$ cat config.mk
export PLATFORM = sky130hd
export DESIGN_NAME = simd_sat_adder
export DESIGN_NICKNAME = d
export VERILOG_FILES = /design/src/rtl/simd_sat_pkg.sv /design/src/rtl/simd_seg_adder.sv /design/src/rtl/simd_sat_clamp.sv /design/src/rtl/simd_sat_adder.sv
export SDC_FILE = /design/constraint.sdc
export NUM_CORES = 1
export LEC_CHECK = 0
export ABC_AREA = 1
export BUFFER_PORTS_ARGS = -buffer_cell sky130_fd_sc_hd__buf_2
export CAP_MARGIN = 30
export CORE_MARGIN = 4
export CORE_UTILIZATION = 40
export DETAILED_ROUTE_END_ITERATION = 10
export PLACE_DENSITY_LB_ADDON = 0.05
export SYNTH_ARGS = -nofsm -noshare
export SYNTH_HDL_FRONTEND = slang
export SYNTH_SLANG_ARGS = --single-unit
$ cat constraint.sdc
create_clock -name clk -period 0.8 [get_ports clk]
set_clock_uncertainty 0.15 [all_clocks]
set_input_delay 0.12 -clock clk [delete_from_list [all_inputs] [get_ports clk]]
set_output_delay 0.12 -clock clk [all_outputs]
set_load 0.005 [all_outputs]
$ cat src/rtl/simd_sat_pkg.sv
package simd_sat_pkg;

    // Element layout codes on the elem_w port
    typedef enum logic [1:0] {
        EW_BYTE     = 2'b00,
        EW_HALF     = 2'b01,
        EW_WORD     = 2'b10,
        EW_WORD_ALT = 2'b11
    } elem_w_e;

endpackage

$ cat src/rtl/simd_seg_adder.sv
// Byte-segmented adder: one carry-propagate chain whose links between
// segments can be opened to isolate packed fields.
module simd_seg_adder #(
    parameter int unsigned DATA_W = 32,
    parameter int unsigned SEG_W  = 8,
    localparam int unsigned NSEG  = DATA_W / SEG_W
) (
    input  logic [DATA_W-1:0] a,
    input  logic [DATA_W-1:0] b,
    input  logic [NSEG-1:0]   link,     // link[i]: carry from segment i-1 enters segment i
    output logic [DATA_W-1:0] raw_sum,
    output logic [NSEG-1:0]   seg_cout
);

    logic [NSEG-1:0] seg_cin;

    for (genvar i = 0; i < NSEG; i++) begin : g_seg
        if (i == 0) begin : g_first
            assign seg_cin[i] = 1'b0;
        end else begin : g_rest
            assign seg_cin[i] = link[i] & seg_cout[i-1];
        end

        logic [SEG_W:0] part_d;

        always_comb begin
            part_d = {1'b0, a[i*SEG_W +: SEG_W]}
                   + {1'b0, b[i*SEG_W +: SEG_W]}
                   + {{SEG_W{1'b0}}, seg_cin[i]};
        end

        assign raw_sum[i*SEG_W +: SEG_W] = part_d[SEG_W-1:0];
        assign seg_cout[i]               = part_d[SEG_W];
    end

    // link[0] has no segment below it
    logic unused_link0;
    assign unused_link0 = link[0];

endmodule

$ cat src/rtl/simd_sat_clamp.sv
// Per-segment result selection. The overflow decision is made at the top
// segment of each field and applied to every segment of that field.
module simd_sat_clamp #(
    parameter int unsigned DATA_W = 32,
    parameter int unsigned SEG_W  = 8,
    localparam int unsigned NSEG  = DATA_W / SEG_W,
    localparam int unsigned IDX_W = $clog2(NSEG)
) (
    input  logic [DATA_W-1:0] a,
    input  logic [DATA_W-1:0] b,
    input  logic [DATA_W-1:0] raw_sum,
    input  logic [NSEG-1:0]   seg_cout,
    input  logic [IDX_W-1:0]  field_mask,  // segments per field minus one
    input  logic              is_signed,
    input  logic              sat_en,
    output logic [DATA_W-1:0] sum
);

    logic [SEG_W-1:0] a_s [NSEG];
    logic [SEG_W-1:0] b_s [NSEG];
    logic [SEG_W-1:0] r_s [NSEG];

    for (genvar k = 0; k < NSEG; k++) begin : g_split
        assign a_s[k] = a[k*SEG_W +: SEG_W];
        assign b_s[k] = b[k*SEG_W +: SEG_W];
        assign r_s[k] = raw_sum[k*SEG_W +: SEG_W];
    end

    for (genvar j = 0; j < NSEG; j++) begin : g_clamp
        localparam logic [IDX_W-1:0] SELF_IDX = IDX_W'(j);

        logic [IDX_W-1:0] top_idx;
        logic             a_msb;
        logic             b_msb;
        logic             r_msb;
        logic             ovf_u;
        logic             ovf_s;
        logic             is_top;
        logic [SEG_W-1:0] seg_d;

        always_comb begin
            top_idx = SELF_IDX | field_mask;
            is_top  = (top_idx == SELF_IDX);
            a_msb   = a_s[top_idx][SEG_W-1];
            b_msb   = b_s[top_idx][SEG_W-1];
            r_msb   = r_s[top_idx][SEG_W-1];
            ovf_u   = seg_cout[top_idx];
            ovf_s   = (a_msb == b_msb) && (r_msb != a_msb);

            seg_d = r_s[j];
            if (sat_en) begin
                if (is_signed && ovf_s) begin
                    if (!a_msb) begin
                        // positive overflow: 0111..1 across the field
                        seg_d = {~is_top, {(SEG_W-1){1'b1}}};
                    end else begin
                        // negative overflow: 1000..0 across the field
                        seg_d = {is_top, {(SEG_W-1){1'b0}}};
                    end
                end else if (!is_signed && ovf_u) begin
                    seg_d = {SEG_W{1'b1}};
                end
            end
        end

        assign sum[j*SEG_W +: SEG_W] = seg_d;
    end

endmodule

$ cat src/rtl/simd_sat_adder.sv
module simd_sat_adder #(
    parameter int unsigned DATA_W = 32,
    parameter int unsigned SEG_W  = 8
) (
    input  logic              clk,
    input  logic              rst_n,
    input  logic [DATA_W-1:0] opnd_a,
    input  logic [DATA_W-1:0] opnd_b,
    input  logic [1:0]        elem_w,
    input  logic              is_signed,
    input  logic              sat_en,
    output logic [DATA_W-1:0] sum_o,
    output logic [DATA_W-1:0] carry_o
);
    import simd_sat_pkg::*;

    localparam int unsigned NSEG      = DATA_W / SEG_W;
    localparam int unsigned IDX_W     = $clog2(NSEG);
    localparam int unsigned HALF_SEGS = (DATA_W / 2) / SEG_W;

    typedef struct packed {
        logic [DATA_W-1:0] sum;
        logic [DATA_W-1:0] carry;
        logic              warm;
    } out_state_s;

    out_state_s nxt_d, cur_q;

    elem_w_e          mode;
    logic [IDX_W-1:0] field_mask;
    logic             word_mode;
    logic [NSEG-1:0]  link;
    logic [DATA_W-1:0] raw_sum;
    logic [NSEG-1:0]   seg_cout;
    logic [DATA_W-1:0] clamp_sum;

    // layout decode: how many segments make up one field
    always_comb begin
        mode = elem_w_e'(elem_w);
        word_mode = 1'b0;
        unique case (mode)
            EW_BYTE: field_mask = '0;
            EW_HALF: field_mask = IDX_W'(HALF_SEGS - 1);
            default: begin
                field_mask = '1;
                word_mode  = 1'b1;
            end
        endcase
    end

    for (genvar i = 0; i < NSEG; i++) begin : g_link
        assign link[i] = |(IDX_W'(i) & field_mask);
    end

    simd_seg_adder #(.DATA_W(DATA_W), .SEG_W(SEG_W)) u_adder (
        .a        (opnd_a),
        .b        (opnd_b),
        .link     (link),
        .raw_sum  (raw_sum),
        .seg_cout (seg_cout)
    );

    simd_sat_clamp #(.DATA_W(DATA_W), .SEG_W(SEG_W)) u_clamp (
        .a          (opnd_a),
        .b          (opnd_b),
        .raw_sum    (raw_sum),
        .seg_cout   (seg_cout),
        .field_mask (field_mask),
        .is_signed  (is_signed),
        .sat_en     (sat_en),
        .sum        (clamp_sum)
    );

    always_comb begin
        nxt_d       = cur_q;
        nxt_d.sum   = clamp_sum;
        nxt_d.carry = '0;
        if (word_mode && !sat_en) begin
            nxt_d.carry[0] = seg_cout[NSEG-1];
        end
        nxt_d.warm  = 1'b1;
    end

    always_ff @(posedge clk or negedge rst_n) begin
        if (!rst_n) begin
            cur_q <= '0;
        end else begin
            cur_q <= nxt_d;
        end
    end

    assign sum_o   = cur_q.sum;
    assign carry_o = cur_q.carry;

    // ------------------------------------------------------------------
    // Assertions
    // ------------------------------------------------------------------
    logic [DATA_W:0] chk_full_w;
    assign chk_full_w = {1'b0, opnd_a} + {1'b0, opnd_b};


    word_wrap_chk: assert property (@(posedge clk) disable iff (!rst_n)
        (cur_q.warm && $past(elem_w[1] && !sat_en))
        |-> (sum_o == $past(chk_full_w[DATA_W-1:0])));


    carry_word_chk: assert property (@(posedge clk) disable iff (!rst_n)
        (cur_q.warm && $past(elem_w[1] && !sat_en))
        |-> (carry_o == {{(DATA_W-1){1'b0}}, $past(chk_full_w[DATA_W])}));


    carry_zero_chk: assert property (@(posedge clk) disable iff (!rst_n)
        (cur_q.warm && $past(!(elem_w[1] && !sat_en)))
        |-> (carry_o == '0));

    for (genvar s = 0; s < NSEG; s++) begin : g_floor_chk

        usat_floor_chk: assert property (@(posedge clk) disable iff (!rst_n)
            (cur_q.warm && $past(sat_en && !is_signed && (elem_w == 2'b00)))
            |-> (sum_o[s*SEG_W +: SEG_W] >= $past(opnd_a[s*SEG_W +: SEG_W])));
    end

endmodule

==> results.sh <==
export IMPL_outcome="finished, violations left"
export IMPL_failed_checks="negative setup slack"
export IMPL_pin_count=134
export IMPL_grtUsageMet3_pct=3.46
export IMPL_via_count_of_the_first_global_routing_pass=3702
export IMPL_synth_area_per_cell_um2=6.95
export IMPL_place_port_buffers=102
export IMPL_placed_cell_area_mm2=0.00479
export IMPL_route_detailed_drc=0
export IMPL_final_setup_viol_count=66
export IMPL_grt_start_max_net_pins=34
export IMPL_die_width_um=100
export IMPL_tritoncts="built"
export IMPL_crit_fanout=2
export IMPL_period_minus_slack_ns=4.82
export IMPL_hold_violations=0
export IMPL_syn_cell_area_mm2=0.00342
export IMPL_routed_wire_length_per_instance_um=12.1
export IMPL_synth_seq_area_share_pct=24.1
export IMPL_gr_usage_all_layers_pct=19.7
export IMPL_start_kind="input port"
export IMPL_worst_ep_arrival_time_ns=4.89
export IMPL_fin_tns_setup_ns=-136.67
export IMPL_synthFlopType="sky130_fd_sc_hd__dfrtp_1"
export IMPL_synth_cell_type_count=38
export IMPL_crit_family="adder cells"
export IMPL_count_of_flip_flops_with_a_built_in_enable_after_synthesis=0
export IMPL_floorplan_core_area_mm2=0.00826
export IMPL_power_per_cell_area_mw_per_mm2=1450
export IMPL_synth_async_sr_flop_share_pct=100
export IMPL_power_internal_mw=4.95
export IMPL_clockRootBuffer="sky130_fd_sc_hd__clkbuf_8"
export IMPL_worst_slack_ns=-4.02
export IMPL_power_clock_fraction_pct=18.5
export IMPL_num_cts_buffers=5
export IMPL_grt_antenna_before_repair=0
export IMPL_rsz0062_at_grt="yes"
export IMPL_holdPathStages=4
export IMPL_start_util_pct=41.4
export IMPL_ys_ff_latch=33
export IMPL_leakage_power_total_nw=3.09
export IMPL_totalWireLength_mm=10.0
export IMPL_critPathMostFrequentCell="sky130_fd_sc_hd__buf_4"
export IMPL_floorplan_die_area_mm2=0.0101
export IMPL_layout_worst_path_cycle_share_pct=602
export IMPL_fp_row_count=33
export IMPL_routabilityCongestion=0.849
export IMPL_grt_pass1_wl_mm=16.3
export IMPL_grt_use_met1_pct=24.6
export IMPL_grt_total_ovfl=0
export IMPL_ctsHtreeMaxLevel=2
export IMPL_share_of_total_power_in_sequential_cells_pct=26.5
export IMPL_first_iter_violations=129
export IMPL_power_switching_fraction_pct=37.3
export IMPL_antennaDiodeCount=0
export IMPL_mostFrequentLayoutCell="sky130_fd_sc_hd__nand2_1"
export IMPL_whs_endpoint="sum_o[0]"
export IMPL_power_combinational_fraction_pct=54.9
export IMPL_post_place_cells=793
export IMPL_fraction_of_final_layout_cells_sized_beyond_drive_strength_1_pct=46.5
export IMPL_flow_area_growth_from_synthesis_pct=59.0
export IMPL_cp_data_required_time_ns=0.87
export IMPL_postLayoutCellArea_mm2=0.00544
export IMPL_cp_end_kind="flop"
export IMPL_worst_setup_hold_path_clk_slew_ns=0.07
export IMPL_max_cap_viol_count=0
export IMPL_cp_peak_stage_delay_ns=0.37
export IMPL_gr_max_usage_layer="met2"
export IMPL_design_final_nets=832
export IMPL_drt_first_pass_iters=4
export IMPL_report_power_total_mw=7.90
export IMPL_fmaxAchievable_mhz=208
export IMPL_ctsLongestPathBuffers=2
export IMPL_vias_per_cell=4.62
export IMPL_hold_path_startpoint="opnd_a[0]"
export IMPL_synth_yosys_warnings=0
export IMPL_ir_worst_vdd_uv=629
export IMPL_globalRouteMet2Util_pct=34.6
export IMPL_detailed_place_hpwl_mm=7.71
export IMPL_dp_slack_ns=-4.64
export IMPL_synth_cells=492
export IMPL_tritoncts_num_sinks=33
export IMPL_crit_slowest_cell="sky130_fd_sc_hd__fa_2"
export IMPL_min_delay_path_class="input port to flop"
export IMPL_critical_path_buf_inv_count=10
export IMPL_detailroute_via_count=3844
export IMPL_die_h_um=100
export IMPL_commonest_non_fill_non_tap_cells_in_the_layout="sky130_fd_sc_hd__nand2_1, sky130_fd_sc_hd__buf_4, sky130_fd_sc_hd__buf_2"
export IMPL_postRouteAntennaNets=0
export IMPL_post_layout_nonfiller_instances=832
export IMPL_switching_power_mw=2.94
export IMPL_report_final_slew_viol_count=0
export IMPL_ws_path_type="input port to flop"
==> cells by family after synthesis <==
group | Yosys count | synth area share (%)
AND/OR/NAND/NOR | 232 | 28.9
adder cells (fa/ha/maj) | 36 | 14.7
XOR/XNOR | 20 | 5.12
flip-flops | 33 | 24.1
buffers and inverters | 98 | 14.4
AO/OA/AOI/OAI | 72 | 12.6
other | 1 | 0.110
==> worst max path at each step <==
stage | startpoint | endpoint | slack [ns] | cells past startpoint
6_report | opnd_b[0] | sum_o[22] | -4.02 | 35
5_1_grt | opnd_b[0] | sum_o[12] | -4.26 | 39
4_1_cts | opnd_b[0] | sum_o[11] | -3.96 | 39
3_5_place_dp | opnd_a[0] | sum_o[23] | -4.64 | 39
3_3_place_gp | opnd_a[0] | sum_o[23] | -4.50 | 39
2_1_floorplan | opnd_a[0] | sum_o[23] | -4.13 | 36
==> metrics by stage <==
stage	util (%)	hold WS, ns
after detailed placement	58.0	-0.0496
final	65.8	0.0514
after floorplan	-	-0.326
after global routing	65.8	0.0626
after global placement	58.0	-0.0553
after CTS	63.0	0.0501
==> area by class of cell <==
class | instances | area (um2)
fillers | 738 | 2820
multi-input cells | 391 | 2590
repair buffers | 234 | 1560
flip-flops and latches | 33 | 826
inverters | 61 | 231
well taps | 105 | 131
clock buffers | 7 | 96.3
clock inverters | 1 | 5.00
==> state kept, by name (all words and copies together), names as in the netlist <==
name,cells
carry_o,1
sum_o,32
==> timing repair <==
action,in CTS,in global routing
gates resized for setup,36,39
endpoints found under the setup margin,66,66
hold buffers,1,0
hold endpoints to repair,33,0
pin swaps,45,28
buffers inserted,22,9
==> power groups by stage <==
stage	clock network (mW)	logic, mW	registers [mW]
2_1_floorplan	0	2.06	2.18
3_3_place_gp	0	3.59	2.12
3_5_place_dp	0	3.66	2.13
4_1_cts	1.50	4.03	2.10
5_1_grt	1.56	4.84	2.13
6_report	1.46	4.34	2.10
==> cell usage after synthesis, types with 2 or more instances <==
library cell | count | area (um2)
sky130_fd_sc_hd__nand2_1 | 160 | 601
sky130_fd_sc_hd__inv_1 | 58 | 218
sky130_fd_sc_hd__dfrtp_1 | 33 | 826
sky130_fd_sc_hd__buf_4 | 32 | 240
sky130_fd_sc_hd__ha_1 | 29 | 363
sky130_fd_sc_hd__a21oi_1 | 28 | 140
sky130_fd_sc_hd__nor2_1 | 24 | 90.1
sky130_fd_sc_hd__nand3_1 | 23 | 115
sky130_fd_sc_hd__o21ai_0 | 14 | 70.1
sky130_fd_sc_hd__xor2_1 | 12 | 105
sky130_fd_sc_hd__o21bai_1 | 11 | 82.6
sky130_fd_sc_hd__nand4_1 | 8 | 50.1
sky130_fd_sc_hd__xnor2_1 | 8 | 70.1
sky130_fd_sc_hd__fa_1 | 7 | 140
sky130_fd_sc_hd__a31oi_1 | 5 | 31.3
sky130_fd_sc_hd__a21boi_1 | 3 | 22.5
sky130_fd_sc_hd__buf_2 | 3 | 15.0
sky130_fd_sc_hd__inv_2 | 3 | 11.3
sky130_fd_sc_hd__nand2_2 | 3 | 18.8
sky130_fd_sc_hd__nand3_2 | 3 | 30.0
sky130_fd_sc_hd__or2_1 | 3 | 18.8
sky130_fd_sc_hd__a21o_1 | 2 | 15.0
sky130_fd_sc_hd__a21oi_2 | 2 | 17.5
sky130_fd_sc_hd__nor3_1 | 2 | 10.0
sky130_fd_sc_hd__o21ai_2 | 2 | 17.5
sky130_fd_sc_hd__or2_2 | 2 | 12.5
==> routing by layer <==
layer	wire (um)	part of all wire (%)
met1	4290	43
met3	610	6.1
met4	215	2.1
met5	0	0
met2	4910	49
Note: power is estimated with default switching activity, not from simulation.
